<file path="config.mk">
export PLATFORM = sky130hd
export DESIGN_NAME = aux_req_framer
export DESIGN_NICKNAME = d
export VERILOG_FILES = /design/src/rtl/aux_frm_pkg.sv /design/src/rtl/aux_hdr_pack.sv /design/src/rtl/aux_tx_seq.sv /design/src/rtl/aux_rsp_decode.sv /design/src/rtl/aux_req_framer.sv
export SDC_FILE = /design/constraint.sdc
export NUM_CORES = 1
export LEC_CHECK = 0
export BUFFER_PORTS_ARGS = -buffer_cell sky130_fd_sc_hd__buf_2
export CORE_ASPECT_RATIO = 0.8
export CORE_MARGIN = 2
export CORE_UTILIZATION = 45
export DETAILED_ROUTE_END_ITERATION = 8
export PLACE_DENSITY = 0.69
export SETUP_SLACK_MARGIN = 0.2
export SKIP_LAST_GASP = 1
export SLEW_MARGIN = 20
export SYNTH_ARGS = -nofsm -noshare
export SYNTH_HDL_FRONTEND = slang
export SYNTH_SLANG_ARGS = --single-unit
</file>
<file path="constraint.sdc">
create_clock -name clk -period 4.7 [get_ports clk]
set_clock_uncertainty 0.1 [all_clocks]
set_input_delay 0.47 -clock clk [delete_from_list [all_inputs] [get_ports clk]]
set_output_delay 0.47 -clock clk [all_outputs]
set_load 0.02 [all_outputs]
</file>
<file path="src/rtl/aux_frm_pkg.sv">
package aux_frm_pkg;

  localparam int HDR_BYTES = 4;
  localparam int ADDR_BITS = 20;
  localparam logic [3:0] MOT_MASK = 4'h4;
  localparam logic [3:0] BARE_NIB = 4'd3;

  typedef enum logic [2:0] {
    RES_OK      = 3'd0,
    RES_TIMEOUT = 3'd1,
    RES_IO      = 3'd2,
    RES_INVALID = 3'd3,
    RES_TOOBIG  = 3'd4
  } res_e;

  typedef enum logic [1:0] {
    ST_IDLE = 2'd0,
    ST_SEND = 2'd1,
    ST_WAIT = 2'd2
  } fsm_e;

  // Code check after stripping the middle-of-transaction bit.
  function automatic logic cmd_known(logic [3:0] c);
    logic [3:0] m;
    m = c & ~MOT_MASK;
    return (m == 4'd0) || (m == 4'd1) || (m == 4'd8) || (m == 4'd9);
  endfunction

  // Fourth header byte: transmit-length nibble over length-minus-one nibble.
  function automatic logic [7:0] len_byte(logic rd, logic [7:0] len);
    logic [3:0] lo;
    logic [3:0] hi;
    logic [7:0] sum;
    sum = len + 8'd4;
    lo  = (len == 8'd0) ? 4'd0 : 4'(len - 8'd1);
    if (len == 8'd0)  hi = BARE_NIB;
    else if (rd)      hi = 4'd4;
    else              hi = sum[3:0];
    return {hi, lo};
  endfunction

  function automatic res_e status_class(logic [7:0] st);
    case (st)
      8'd1:       return RES_TIMEOUT;
      8'd2, 8'd3: return RES_IO;
      default:    return RES_OK;
    endcase
  endfunction

endpackage

</file>
<file path="src/rtl/aux_hdr_pack.sv">
module aux_hdr_pack
  import aux_frm_pkg::*;
#(
  parameter int LEN_W = 6,
  parameter int CNT_W = 5
) (
  input  logic [3:0]                 cmd,
  input  logic [ADDR_BITS-1:0]       addr,
  input  logic [LEN_W-1:0]           len,
  output logic [HDR_BYTES-1:0][7:0]  hdr,
  output logic                       is_rd,
  output logic [CNT_W-1:0]           total
);

  assign is_rd = cmd[0];

  always_comb begin
    hdr[0] = addr[7:0];
    hdr[1] = addr[15:8];
    hdr[2] = {cmd, addr[19:16]};
    hdr[3] = len_byte(is_rd, 8'(len));
  end

  assign total = (is_rd || len == '0) ? CNT_W'(HDR_BYTES)
                                      : CNT_W'(HDR_BYTES) + CNT_W'(len);

endmodule

</file>
<file path="src/rtl/aux_tx_seq.sv">
module aux_tx_seq
  import aux_frm_pkg::*;
#(
  parameter int MAX_PAYLOAD = 16,
  parameter int CNT_W       = 5
) (
  input  logic                       clk,
  input  logic                       rst_n,
  input  logic                       start,
  input  logic [HDR_BYTES-1:0][7:0]  hdr,
  input  logic [MAX_PAYLOAD*8-1:0]   wdata,
  input  logic [CNT_W-1:0]           total,
  input  logic                       tx_ready,
  output logic                       tx_valid,
  output logic [7:0]                 tx_data,
  output logic                       tx_last,
  output logic                       done
);

  localparam int NB = HDR_BYTES + MAX_PAYLOAD;

  logic [7:0]       stream [NB];
  logic             active_q;
  logic [CNT_W-1:0] idx_q;
  logic             fire;

  genvar g;
  generate
    for (g = 0; g < HDR_BYTES; g++) begin : g_hdr
      assign stream[g] = hdr[g];
    end
    for (g = 0; g < MAX_PAYLOAD; g++) begin : g_pay
      assign stream[HDR_BYTES+g] = wdata[8*g +: 8];
    end
  endgenerate

  assign tx_valid = active_q;
  assign tx_data  = (int'(idx_q) < NB) ? stream[idx_q] : 8'h00;
  assign tx_last  = active_q && (idx_q == total - CNT_W'(1));
  assign fire     = active_q && tx_ready;
  assign done     = fire && tx_last;

  always_ff @(posedge clk or negedge rst_n) begin
    if (!rst_n) begin
      active_q <= 1'b0;
      idx_q    <= '0;
    end else if (start) begin
      active_q <= 1'b1;
      idx_q    <= '0;
    end else if (fire) begin
      if (tx_last) active_q <= 1'b0;
      else         idx_q    <= idx_q + CNT_W'(1);
    end
  end

endmodule

</file>
<file path="src/rtl/aux_rsp_decode.sv">
module aux_rsp_decode
  import aux_frm_pkg::*;
#(
  parameter int LEN_W = 6
) (
  input  logic [7:0]       status,
  input  logic [LEN_W-1:0] count,
  input  logic             is_rd,
  input  logic [LEN_W-1:0] req_len,
  output res_e             err,
  output logic [3:0]       reply,
  output logic [LEN_W-1:0] len
);

  function automatic logic [LEN_W-1:0] clip(logic [LEN_W-1:0] a, logic [LEN_W-1:0] b);
    return (a < b) ? a : b;
  endfunction

  always_comb begin
    err = status_class(status);
    if (err == RES_OK) begin
      reply = status[7:4];
      len   = is_rd ? clip(count, req_len) : req_len;
    end else begin
      reply = 4'd0;
      len   = '0;
    end
  end

endmodule

</file>
<file path="src/rtl/aux_req_framer.sv">
module aux_req_framer
  import aux_frm_pkg::*;
#(
  parameter int MAX_PAYLOAD = 16,
  parameter int LEN_W       = $clog2(MAX_PAYLOAD + 1) + 1
) (
  input  logic                     clk,
  input  logic                     rst_n,
  input  logic                     req_valid,
  output logic                     req_ready,
  input  logic [3:0]               req_cmd,
  input  logic [19:0]              req_addr,
  input  logic [LEN_W-1:0]         req_len,
  input  logic [MAX_PAYLOAD*8-1:0] req_wdata,
  output logic                     tx_valid,
  input  logic                     tx_ready,
  output logic [7:0]               tx_data,
  output logic                     tx_last,
  input  logic                     rsp_valid,
  input  logic [7:0]               rsp_status,
  input  logic [LEN_W-1:0]         rsp_count,
  output logic                     res_valid,
  output logic [2:0]               res_err,
  output logic [3:0]               res_reply,
  output logic [LEN_W-1:0]         res_len
);

  localparam int CNT_W = $clog2(HDR_BYTES + MAX_PAYLOAD + 1);

  fsm_e                    state_q;
  logic [3:0]              cmd_q;
  logic [ADDR_BITS-1:0]    addr_q;
  logic [LEN_W-1:0]        len_q;
  logic [MAX_PAYLOAD*8-1:0] wdata_q;

  // Named events
  logic acc_fire, too_big, bad_cmd, reject, launch, send_done, rsp_fire, awaiting_rsp;

  logic [HDR_BYTES-1:0][7:0] hdr;
  logic                      is_rd;
  logic [CNT_W-1:0]          total;
  res_e                      dec_err;
  logic [3:0]                dec_reply;
  logic [LEN_W-1:0]          dec_len;

  assign req_ready    = (state_q == ST_IDLE);
  assign acc_fire     = req_valid && req_ready;
  assign too_big      = req_len > LEN_W'(MAX_PAYLOAD);
  assign bad_cmd      = !cmd_known(req_cmd);
  assign reject       = acc_fire && (too_big || bad_cmd);
  assign launch       = acc_fire && !too_big && !bad_cmd;
  assign awaiting_rsp = (state_q == ST_WAIT);
  assign rsp_fire     = rsp_valid && awaiting_rsp;

  aux_hdr_pack #(.LEN_W(LEN_W), .CNT_W(CNT_W)) u_hdr (
    .cmd   (cmd_q),
    .addr  (addr_q),
    .len   (len_q),
    .hdr   (hdr),
    .is_rd (is_rd),
    .total (total)
  );

  aux_tx_seq #(.MAX_PAYLOAD(MAX_PAYLOAD), .CNT_W(CNT_W)) u_seq (
    .clk      (clk),
    .rst_n    (rst_n),
    .start    (launch),
    .hdr      (hdr),
    .wdata    (wdata_q),
    .total    (total),
    .tx_ready (tx_ready),
    .tx_valid (tx_valid),
    .tx_data  (tx_data),
    .tx_last  (tx_last),
    .done     (send_done)
  );

  aux_rsp_decode #(.LEN_W(LEN_W)) u_dec (
    .status  (rsp_status),
    .count   (rsp_count),
    .is_rd   (is_rd),
    .req_len (len_q),
    .err     (dec_err),
    .reply   (dec_reply),
    .len     (dec_len)
  );

  always_ff @(posedge clk or negedge rst_n) begin
    if (!rst_n) begin
      state_q <= ST_IDLE;
      cmd_q   <= '0;
      addr_q  <= '0;
      len_q   <= '0;
      wdata_q <= '0;
    end else begin
      case (state_q)
        ST_IDLE: if (launch) begin
          state_q <= ST_SEND;
          cmd_q   <= req_cmd;
          addr_q  <= req_addr;
          len_q   <= req_len;
          wdata_q <= req_wdata;
        end
        ST_SEND: if (send_done) state_q <= ST_WAIT;
        ST_WAIT: if (rsp_fire)  state_q <= ST_IDLE;
        default: state_q <= ST_IDLE;
      endcase
    end
  end

  always_ff @(posedge clk or negedge rst_n) begin
    if (!rst_n) begin
      res_valid <= 1'b0;
      res_err   <= '0;
      res_reply <= '0;
      res_len   <= '0;
    end else begin
      res_valid <= reject || rsp_fire;
      if (reject) begin
        res_err   <= too_big ? RES_TOOBIG : RES_INVALID;
        res_reply <= '0;
        res_len   <= '0;
      end else if (rsp_fire) begin
        res_err   <= dec_err;
        res_reply <= dec_reply;
        res_len   <= dec_len;
      end
    end
  end

endmodule

</file>
==> implementation parameters <==
Parameter                              Value

Synth
  Top cells by count, synth ... nand2_1, dfrtp_1, mux4_2, clkbuf_1, buf_2
  Number of instances in the synthesized netlist ... 928
  Top post-synthesis cells by area ... dfrtp_1, nand2_1, mux4_2, mux2i_1, ha_1
  Most used standard cell by instance count after synthesis ... nand2_1
  Ys async rst share ... 100%
  Average size of a mapped cell ... 9.37 µm²
  Number of nets in the synthesized netlist ... 1115
  Combined area of all synthesized cells ... 0.00869 mm²
  EDFF count, synth ... 0
  Flip-flop and latch count after synthesis ... 180
  Most used flip-flop cell after synthesis ... dfrtp_1
  Seq/Total Area, Yosys ... 51.8%
  Number of distinct library cells after synthesis ... 55
  Top cell type's share of synthesized area ... 51.8%
  Largest area contributor in the netlist ... dfrtp_1
  Number of warnings issued by yosys ... 0

Placement
  Gpl congestion ... 0.825
  Number of placed instances, taps included ... 1339
  # port buffers ... 201
  Total half-perimeter wirelength after legalization and detailed placement ... 15.2 mm

Floorplanning
  Initial cell density of the core ... 45.8%
  Die Span Y ... 128 µm
  Site row count ... 45
  Top Ports ... 202
  Area of the core ... 0.0190 mm²
  Die span in x ... 159 µm
  Area of the die ... 0.0205 mm²

Worst setup path
  Destination of the worst register-to-register timing path ... state_q[0]
  Family with the most delay on the worst path ... simple AND/OR/NAND/NOR gates
  Chain of cells forming the critical path ... inv_1, ha_1, nor4bb_2, buf_4, nor2_1, nand2_1, ha_1, nand4bb_1, or3_1, a211o_1, a222oi_1, buf_4, buf_2
  Buffer and inverter count on the worst path ... 4
  Startpoint class of the critical path ... flop
  WP data arrival ... 3710 ps
  Category of the critical setup timing path ... reg2out
  Reg-to-reg critical path startpoint ... len_q[0]
  Register-to-register setup slack ... 1020 ps
  CP endpoint kind ... output pin
  Cell depth of the worst flop-to-flop path ... 15
  Largest fanout on the critical path ... 11
  Maximum cell stage delay along the critical path ... 470 ps
  Endpoint required time on the critical path ... 4130 ps
  Slowest-stage cell, CP ... dfrtp_1

Layout
  Non-filler instance count after layout ... 1377
  Number of nets in the finished design ... 1292
  Layout Area Growth over Synthesis ... 20.5%
  Share of cells above drive strength 1 ... 26.4%

Clock tree
  Sinks on the clock net ... 180
  Number of levels in the clock H-tree ... 4
  Number of buffers between clock root and the deepest sink ... 2
  Clock root cell ... clkbuf_16
  Inserted Clock Buffers ... 17
  Hold-fix buffers at CTS ... 0
  Clock edge transition at the registers on the reported setup and hold paths ... 70 ps
  Clock insertion delay at the later pin of the skew report ... 430 ps
  Clock tree from TritonCTS ... yes

Run
  Max-capacitance violation count ... 0

GRT
  Overall fraction of global-route tracks in use ... 22.4%
  Met2 Use GR ... 33.8%
  Global-route wire length before repair ... 35.7 mm
  Met3 Usage GRT ... 5.27%
  Initial antenna violation count ... 1
  Number of global-route vias before repair ... 6806
  Busiest layer in global routing ... met2
  Final global-route overflow total ... 0
  GR Layer Usage met1 ... 33.2%
  Maximum number of pins on one net before global-route repair ... 103

STA
  Hold slack final ... 24.7 ps
  Setup repair after global routing missed its margin ... no
  Summed negative setup slack over all endpoints ... 0 ps
  Highest achievable clock rate ... 233 MHz
  Slew @ Worst Pin ... 957 ps
  Ratio of final minimum period to clock period ... 91.2%
  Time the worst path needs with I/O delays and setup ... 4280 ps
  Slew Limit Headroom ... 35.9%
  Final setup violation count ... 0
  Final Hold Violating Endpoints ... 0
  Slew Viols, Final ... 0

Routing
  Number of DRC markers in iteration 0 ... 443
  Count of unresolved DRC violations after routing ... 0
  Drt via density ... 5.09
  Final routed wire length divided by cell count ... 16.1 µm
  DRT Pass-1 Iters ... 5
  Total wire length after detailed routing ... 22.2 mm
  Antenna viol nets, final ... 0
  Via count ... 7007

Status
  Result of the run ... complete, no violations

Worst hold path
  Tightest Hold Check Type ... in2async

Power
  Power per standard cell area ... 644 mW/mm²
  Tot Pwr ... 0.00674 W
  Leakage Power ... 5.43 nW
  Worst IR drop on VDD ... 0.268 mV
## sequential cells by signal, summed over array words and instances (netlist names)
signal          cells
addr_q             20
cmd_q               4
len_q               6
res_err             3
res_len             6
res_reply           4
res_valid           1
state_q             2
u_seq.idx_q         5
u_seq.tx_valid      1
wdata_q           128
## cells by family (layout without fill, tap and decap cells)
family          after synthesis  after routing  synth area share, %
simple gates                536            536                 24.7
flops                       180            180                 51.8
compound gates               77             77                 6.19
buf+inv                      67            257                 3.35
mux                          53             53                 11.9
fa+ha+maj                    10             10                 1.44
xor+xnor                      5              5                0.662
other cells                   0              1                    0
## per-layer routing
metal | routed length (µm) | part of all wire [%]
met1 | 10500 | 48
met2 | 9930 | 45
met3 | 1450 | 6.6
met4 | 226 | 1.0
met5 | 0 | 0
## cell usage in the layout (no fill, tap or decap), types with 2 or more instances in the layout
master	n
a211oi_1	2
nand3b_1	5
a2bb2oi_1	2
mux4_2	40
o22ai_1	5
o211ai_1	8
o21a_1	5
nand3_1	2
inv_1	9
dfrtp_1	177
o2111ai_1	6
nand2_1	481
nor2b_1	5
a21o_1	6
o221ai_1	3
dfrtp_2	3
nor3_1	3
xnor2_1	2
clkbuf_1	2
o21ai_1	6
clkinv_2	3
mux2i_1	13
a21oi_1	9
a22oi_1	3
nand4_1	2
clkbuf_16	17
buf_4	13
o21ai_0	10
a22o_1	4
clkinv_4	3
a211o_1	2
ha_1	10
inv_6	5
buf_2	200
nor2_1	13
xor2_1	2
nor3b_1	3
or3_1	5
nand2b_1	2
## worst max path at each step
stage / startpoint / to / slack, ps / depth (start not counted)
3_3_place_gp: len_q[0] / tx_last / 930 / 13
3_5_place_dp: len_q[0] / tx_last / 870 / 13
2_1_floorplan: len_q[0] / tx_last / 1100 / 13
5_1_grt: len_q[0] / tx_last / 230 / 13
4_1_cts: len_q[0] / tx_last / 400 / 13
6_report: len_q[0] / tx_last / 420 / 13
## repair_timing
item,4_1_cts,5_1_grt
resized for setup,0,1
buffers inserted,0,5
endpoints found under the setup margin,0,1
## worst register-to-register path: cells and delay by family, from the launching register on
family	cells	cell delay, ps
AND/OR/NAND/NOR	6	1010
AO/OA/AOI/OAI	3	830
buffers and inverters	4	740
flip-flops	1	470
adder cells (fa/ha/maj)	2	420
## metrics by stage
step                      worst slack (ps)  utilization [%]  instance area [µm²]
after floorplan                       1100                -                 8690
after global placement                 934             52.1                 9880
after detailed placement               871             52.1                 9880
after CTS                              397             55.0                10400
after global routing                   232             55.2                10500
final                                  415             55.2                10500
## power breakdown
part / switching [W] / internal, W / total [W]
clock: 0.000629 / 0.000738 / 0.00137
combinational: 0.00133 / 0.00124 / 0.00257
sequential: 0.000568 / 0.00224 / 0.00280
## cell type report
type / count / area [µm²]
flip-flops and latches: 180 / 4510
clock buffers: 19 / 433
multi-input cells: 681 / 3920
repair buffers: 215 / 1130
clock inverters: 13 / 123
diodes: 1 / 2.50
fillers: 1717 / 8500
well taps: 258 / 323
inverters: 10 / 37.5
No activity file was read; power rests on OpenSTA's default activity.
